==> src/rtl/radix_pc_pkg.sv <==
package radix_pc_pkg;
   typedef enum logic [2:0] {
      ICLS_NONE = 3'd0,
      ICLS_ISEG = 3'd1,
      ICLS_DSEG = 3'd2,
      ICLS_ISI  = 3'd3,
      ICLS_DSI  = 3'd4,
      ICLS_HISI = 3'd5,
      ICLS_HDSI = 3'd6
   } icls_e;

   localparam logic [1:0] ACC_LOAD  = 2'd0;
   localparam logic [1:0] ACC_STORE = 2'd1;
   localparam logic [1:0] ACC_FETCH = 2'd2;
   localparam logic [1:0] ACC_ALT   = 2'd3;

   localparam int PERM_N = 3;
endpackage

==> src/rtl/radix_perm_eval.sv <==
module radix_perm_eval
   import radix_pc_pkg::*;
#(
   parameter int PTE_W    = 64,
   parameter int PERM_LSB = 0,
   parameter int PRIV_BIT = 3,
   parameter int ATT_LSB  = 4,
   parameter logic [1:0] NIIO_CODE = 2'b10
) (
   input  logic [PTE_W-1:0]  pte,
   input  logic [1:0]        acc,
   input  logic              pr,
   input  logic              part,
   input  logic [PERM_N-1:0] amr,
   output logic [PERM_N-1:0] perm,
   output logic              guard,
   output logic              prot_miss
);
   logic [PERM_N-1:0] eaa;
   logic [PERM_N-1:0] need;
   logic [PERM_N-1:0] merged;
   logic [1:0]        acc_eff;
   logic              priv;
   logic              fetch;

   assign eaa     = pte[PERM_LSB +: PERM_N];
   assign priv    = pte[PRIV_BIT];
   assign acc_eff = (acc == ACC_ALT) ? ACC_LOAD : acc;
   assign fetch   = (acc_eff == ACC_FETCH);
   assign guard   = fetch && (pte[ATT_LSB +: 2] == NIIO_CODE);

   for (genvar g = 0; g < PERM_N; g++) begin : g_need
      assign need[g] = (acc_eff == 2'(g));
   end

   always_comb begin
      if (!part && priv && pr)
         merged = '0;
      else if (pr || priv || part)
         merged = eaa;
      else
         merged = eaa & amr;
   end

   assign perm      = guard ? '0 : merged;
   assign prot_miss = !guard && ((need & ~merged) != '0);
endmodule

==> src/rtl/radix_fault_fmt.sv <==
module radix_fault_fmt
   import radix_pc_pkg::*;
#(
   parameter int CAUSE_W  = 32,
   parameter int CB_GUARD = 28,
   parameter int CB_PROT  = 27,
   parameter int CB_STORE = 25,
   parameter int CB_TABLE = 20
) (
   input  logic               guard,
   input  logic               prot_miss,
   input  logic [1:0]         acc,
   input  logic               part,
   input  logic               pde_walk,
   output logic               fault,
   output icls_e              icls,
   output logic [CAUSE_W-1:0] cause,
   output logic [CAUSE_W-1:0] err_code,
   output logic               status_we,
   output logic               addr_we,
   output logic               gra_we
);
   logic fetch;
   logic inst_cls;
   logic data_cls;

   assign fetch = (acc == ACC_FETCH);
   assign fault = guard || prot_miss;

   always_comb begin
      cause = '0;
      if (guard)          cause[CB_GUARD] = 1'b1;
      else if (prot_miss) cause[CB_PROT]  = 1'b1;
      if (fault && part && pde_walk)    cause[CB_TABLE] = 1'b1;
      if (fault && (acc == ACC_STORE))  cause[CB_STORE] = 1'b1;
   end

   always_comb begin
      if (!fault)     icls = ICLS_NONE;
      else if (part)  icls = fetch ? ICLS_HISI : ICLS_HDSI;
      else            icls = fetch ? ICLS_ISI  : ICLS_DSI;
   end

   assign inst_cls  = (icls == ICLS_ISI) || (icls == ICLS_HISI);
   assign data_cls  = (icls == ICLS_DSI) || (icls == ICLS_HDSI);
   assign err_code  = inst_cls ? cause : '0;
   assign status_we = data_cls;
   assign addr_we   = data_cls;
   assign gra_we    = fault && part;
endmodule

==> src/rtl/radix_prot_fault.sv <==
module radix_prot_fault
   import radix_pc_pkg::*;
#(
   parameter int PTE_W    = 64,
   parameter int EA_W     = 64,
   parameter int CAUSE_W  = 32,
   parameter int PERM_LSB = 0,
   parameter int PRIV_BIT = 3,
   parameter int ATT_LSB  = 4,
   parameter int CB_GUARD = 28,
   parameter int CB_PROT  = 27,
   parameter int CB_STORE = 25,
   parameter int CB_TABLE = 20
) (
   input  logic               clk,
   input  logic               rst_n,
   input  logic               req_valid,
   input  logic [PTE_W-1:0]   req_pte,
   input  logic [1:0]         req_acc,
   input  logic               req_pr,
   input  logic               req_part,
   input  logic [2:0]         req_amr,
   input  logic               req_pde_walk,
   input  logic [EA_W-1:0]    req_ea,
   input  logic [EA_W-1:0]    req_gra,
   output logic               out_valid,
   output logic               out_fault,
   output logic [2:0]         out_perm,
   output logic [2:0]         out_class,
   output logic [CAUSE_W-1:0] out_cause,
   output logic [CAUSE_W-1:0] out_err_code,
   output logic               out_status_we,
   output logic [CAUSE_W-1:0] out_status_val,
   output logic               out_addr_we,
   output logic [EA_W-1:0]    out_addr_val,
   output logic               out_gra_we,
   output logic [EA_W-1:0]    out_gra_val
);
   localparam int TOP_CB = (CB_GUARD > CB_PROT) ? CB_GUARD : CB_PROT;

   if (PERM_LSB + PERM_N > PTE_W || PRIV_BIT >= PTE_W || ATT_LSB + 2 > PTE_W) begin : g_bad_pte
      $error("entry field position outside PTE_W");
   end
   if (TOP_CB >= CAUSE_W || CB_STORE >= CAUSE_W || CB_TABLE >= CAUSE_W) begin : g_bad_cause
      $error("cause bit outside CAUSE_W");
   end

   logic [PERM_N-1:0]  c_perm;
   logic               c_guard, c_miss, c_fault;
   icls_e              c_icls;
   logic [CAUSE_W-1:0] c_cause, c_err;
   logic               c_swe, c_awe, c_gwe;

   radix_perm_eval #(
      .PTE_W(PTE_W), .PERM_LSB(PERM_LSB), .PRIV_BIT(PRIV_BIT), .ATT_LSB(ATT_LSB),
      .NIIO_CODE(2'b10)
   ) u_eval (
      .pte(req_pte), .acc(req_acc), .pr(req_pr), .part(req_part), .amr(req_amr),
      .perm(c_perm), .guard(c_guard), .prot_miss(c_miss)
   );

   radix_fault_fmt #(
      .CAUSE_W(CAUSE_W), .CB_GUARD(CB_GUARD), .CB_PROT(CB_PROT),
      .CB_STORE(CB_STORE), .CB_TABLE(CB_TABLE)
   ) u_fmt (
      .guard(c_guard), .prot_miss(c_miss), .acc(req_acc), .part(req_part),
      .pde_walk(req_pde_walk), .fault(c_fault), .icls(c_icls), .cause(c_cause),
      .err_code(c_err), .status_we(c_swe), .addr_we(c_awe), .gra_we(c_gwe)
   );

   logic r_swe, r_awe, r_gwe;

   always_ff @(posedge clk) begin
      if (!rst_n) begin
         out_valid      <= 1'b0;
         out_fault      <= 1'b0;
         out_perm       <= '0;
         out_class      <= 3'(ICLS_NONE);
         out_cause      <= '0;
         out_err_code   <= '0;
         out_status_val <= '0;
         out_addr_val   <= '0;
         out_gra_val    <= '0;
         r_swe          <= 1'b0;
         r_awe          <= 1'b0;
         r_gwe          <= 1'b0;
      end else begin
         out_valid <= req_valid;
         if (req_valid) begin
            out_fault      <= c_fault;
            out_perm       <= c_perm;
            out_class      <= 3'(c_icls);
            out_cause      <= c_cause;
            out_err_code   <= c_err;
            out_status_val <= c_cause;
            out_addr_val   <= req_ea;
            out_gra_val    <= req_gra;
            r_swe          <= c_swe;
            r_awe          <= c_awe;
            r_gwe          <= c_gwe;
         end
      end
   end

   assign out_status_we = r_swe && out_valid;
   assign out_addr_we   = r_awe && out_valid;
   assign out_gra_we    = r_gwe && out_valid;
endmodule

==> config.mk <==
export PLATFORM = sky130hd
export DESIGN_NAME = radix_prot_fault
export DESIGN_NICKNAME = d
export VERILOG_FILES = /design/src/rtl/radix_pc_pkg.sv /design/src/rtl/radix_perm_eval.sv /design/src/rtl/radix_fault_fmt.sv /design/src/rtl/radix_prot_fault.sv
export SDC_FILE = /design/constraint.sdc
export NUM_CORES = 1
export LEC_CHECK = 0
export BUFFER_PORTS_ARGS = -buffer_cell sky130_fd_sc_hd__buf_2
export CORE_AREA = 2 2 168 170
export CTS_CLUSTER_SIZE = 16
export DETAILED_ROUTE_END_ITERATION = 8
export DIE_AREA = 0 0 170 172
export SYNTH_ARGS = -nofsm -noshare
export SYNTH_HDL_FRONTEND = slang
export SYNTH_SLANG_ARGS = --single-unit
==> constraint.sdc <==
create_clock -name clk -period 3.48 [get_ports clk]
set_input_delay 0.174 -clock clk [delete_from_list [all_inputs] [get_ports clk]]
set_output_delay 0.174 -clock clk [all_outputs]
set_load 0.02 [all_outputs]
==> results.sh <==
export IMPL_post_cts_resized=0
export IMPL_clk_latency_ps=410
export IMPL_crit_path_start_kind="primary input"
export IMPL_grt_pass1_wl_um=23140
export IMPL_final_nets=1140
export IMPL_worst_r2r_setup_slack_ps=2750
export IMPL_synth_cell_types=33
export IMPL_ant_nets=0
export IMPL_ios=438
export IMPL_avgViaCountPerCell=3.779
export IMPL_finalPower_mw=4.461
export IMPL_fmax_mhz=787.2
export IMPL_stdcell_count=1292
export IMPL_synth_area_per_cell_um2=10.59
export IMPL_power_leakage_nw=4.519
export IMPL_cts_tree="built"
export IMPL_arrival_ps=1560
export IMPL_outcome="finished, final reports clean"
export IMPL_dpl_hpwl_um=10860
export IMPL_skew_ps=0
export IMPL_drc=0
export IMPL_vias=4882
export IMPL_clockBufferDepth=2
export IMPL_critPathKind="in2reg"
export IMPL_rows=61
export IMPL_grt_pass1_vias=4551
export IMPL_crit_fanout=9
export IMPL_yosys_warnings=0
export IMPL_synth_async_sr_flop_share_pct=0
export IMPL_synth_largest_area_cell="dfxtp_1"
export IMPL_drive_gt1_share_pct=36.36
export IMPL_reg2reg_depth=2
export IMPL_die_w_um=170
export IMPL_path_clk_slew_ps=70
export IMPL_diodes=0
export IMPL_rr_startpoint="out_perm[1]$_SDFFE_PN0P_"
export IMPL_numCtsBuffers=17
export IMPL_antenna_found_initial=0
export IMPL_placed_cells=1212
export IMPL_synth_area_mm2=0.006420
export IMPL_synth_flop_cell="dfxtp_1"
export IMPL_synth_top_area_share_pct=45.53
export IMPL_cts_root_buf="clkbuf_16"
export IMPL_hold_path_depth=3
export IMPL_fp_coreArea_mm2=0.02748
export IMPL_rsz0062_at_grt="false"
export IMPL_ys_seq_area_share_pct=45.53
export IMPL_synthCells=606
export IMPL_routed_wl_um=15720
export IMPL_maxSlewViolCount=0
export IMPL_finalSetupViolCount=0
export IMPL_hp_class="in2reg"
export IMPL_fp_dieH_um=172
export IMPL_final_setup_tns_ps=0
export IMPL_synth_seq_cells=146
export IMPL_dr_pass1_iters=4
export IMPL_grt_use_total_pct=10.09
export IMPL_tightest_slew_ps=686.5
export IMPL_initial_utilization_pct=23.37
export IMPL_num_fill_cells=2828
export IMPL_fin_crit_sh_pct=36.50
export IMPL_hold_viol=0
export IMPL_required_ps=3770
export IMPL_maxCapViolations=0
export IMPL_synth_edf_count=0
export IMPL_area_growth_pct=40.21
export IMPL_synth_area_leaders="dfxtp_1, mux2i_1, nor2b_1"
export IMPL_cts_sinks=146
export IMPL_die_area_mm2=0.02924
export IMPL_hold_start="req_ea[58]"
export IMPL_r2r_end="out_perm[1]$_SDFFE_PN0P_"
export IMPL_period_needed_ps=1270
export IMPL_port_buffers=295
export IMPL_whs_endpoint="out_addr_val[58]$_SDFFE_PN0P_"
export IMPL_pwr_density_cell_mw_per_mm2=495.6
export IMPL_htreeDepth=4
export IMPL_detail_route_wl_per_cell_um=12.17
export IMPL_grt_overflow_total=0
export IMPL_end_kind="flop"
export IMPL_slew_headroom_pct=54.23
export IMPL_vdd_drop_max_uv=233.6
export IMPL_grt_max_degree=69
export IMPL_drt_iter0_drc=194
export IMPL_place_congestion=0.6934
-- power breakdown --
part           switching, mW  total, mW  internal (mW)  leakage, nW
Clock                  0.747       1.93           1.19        0.299
Combinational          0.416      0.712          0.296         3.02
Sequential            0.0453       1.81           1.77         1.20
-- critical path, stage by stage --
cell	delay [ps]
buf_2	110
inv_1	50
ha_1	280
a21bo_2	210
a31oi_4	50
nor4_4	540
o31ai_1	150
-- through the flow --
step / instance area, µm² / worst slack (ps) / hold slack (ps) / util [%]
6_report: 9001 / 2210 / 20.70 / 32.76
3_5_place_dp: 7900 / 1743 / 438.7 / 28.75
5_1_grt: 9001 / 2105 / 6.247 / 32.76
4_1_cts: 9001 / 2188 / 0.1531 / 32.76
2_1_floorplan: 6731 / 2098 / 343.5 / -
3_3_place_gp: 7900 / 1784 / 428.4 / 28.75
-- cell usage in the layout (no fill, tap or decap), types with 3 or more instances in the layout --
cell type      synthesis  routed
o31ai_1                3       3
nand3_1                5       5
clkinvlp_4             0       3
clkbuf_16              0      17
mux2i_1              128     128
a31oi_4                3       3
a21bo_2                3       3
bufinv_16              0       3
clkbuf_8               0       3
buf_2                 16     293
nor2b_1              130     130
nand3b_1              13      13
a21oi_1                4       4
or3_4                  3       3
buf_4                 89       5
inv_1                  5       5
and2_1                 5       5
nand2_1                4       4
o21ai_1                7       7
conb_1                 1      84
ha_1                   4       4
dlygate4sd3_1          0      48
dfxtp_1              146     146
clkinv_2               0       3
-- repair_timing --
item / in CTS / in global routing
hold endpoints to repair: 48 / 0
buffers inserted: 0 / 0
hold buffers: 48 / 0
-- Yosys cell counts (all sizes together) (2+ instances only) --
master	n
nand3	5
a31oi	3
a21oi	4
o21ai	8
a21boi	2
buf	105
o22ai	2
nand3b	13
nand2	5
a21bo	3
nand2b	2
o21a	2
o31ai	3
and2	5
nor2b	130
ha	4
dfxtp	146
nor3b	2
clkbuf	19
or3	3
mux2i	128
inv	5
-- routing by layer --
| metal | global-route usage (%) | vias up | share of wire, % |
|---|---|---|---|
| li1 | - | 2481 | - |
| met1 | 11.49 | 2173 | 42 |
| met2 | 17.18 | 214 | 49 |
| met3 | 3.662 | 14 | 7.9 |
| met4 | 4.125 | 0 | 1.4 |
| met5 | 0 | - | 0 |
-- flip-flops by register name, indices dropped and copies added (netlist names) --
register        cells
out_class           3
out_err_code        4
out_addr_val       64
out_fault           1
out_valid           1
r_awe               1
out_gra_val        64
r_gwe               1
out_status_val      4
out_perm            3
-- cell families after synthesis --
family,after synthesis,share of synthesized area [%]
AND/OR/NAND/NOR,169,16.96
flip-flops,146,45.53
buffers and inverters,129,13.06
multiplexers,128,19.96
AO/OA/AOI/OAI,28,3.527
adder cells (fa/ha/maj),4,0.7796
other,1,0.05841
XOR/XNOR,1,0.1365
-- how the worst max path moves through the flow --
stage / depth (start not counted) / to / start
floorplan: 6 / out_err_code[20]$_SDFFE_PN0P_ / req_acc[0]
global placement: 7 / out_err_code[20]$_SDFFE_PN0P_ / req_acc[0]
detailed placement: 7 / out_err_code[20]$_SDFFE_PN0P_ / req_acc[0]
CTS: 2 / out_status_we / out_valid$_SDFF_PN0_
global route: 7 / out_status_val[25]$_SDFFE_PN0P_ / req_acc[0]
finish: 7 / out_err_code[20]$_SDFFE_PN0P_ / req_acc[0]
-- layout make-up --
class | instances | area, µm² | area share (%)
clock buffer | 20 | 466.7 | 5.185
clock inverter | 12 | 153.9 | 1.710
inverter | 5 | 18.77 | 0.2085
multi-input combinational | 414 | 2970 | 33.00
sequential | 146 | 2923 | 32.47
tap | 346 | 432.9 | 4.810
timing repair buffer | 349 | 2036 | 22.62
(Power assumes the default switching activity.)
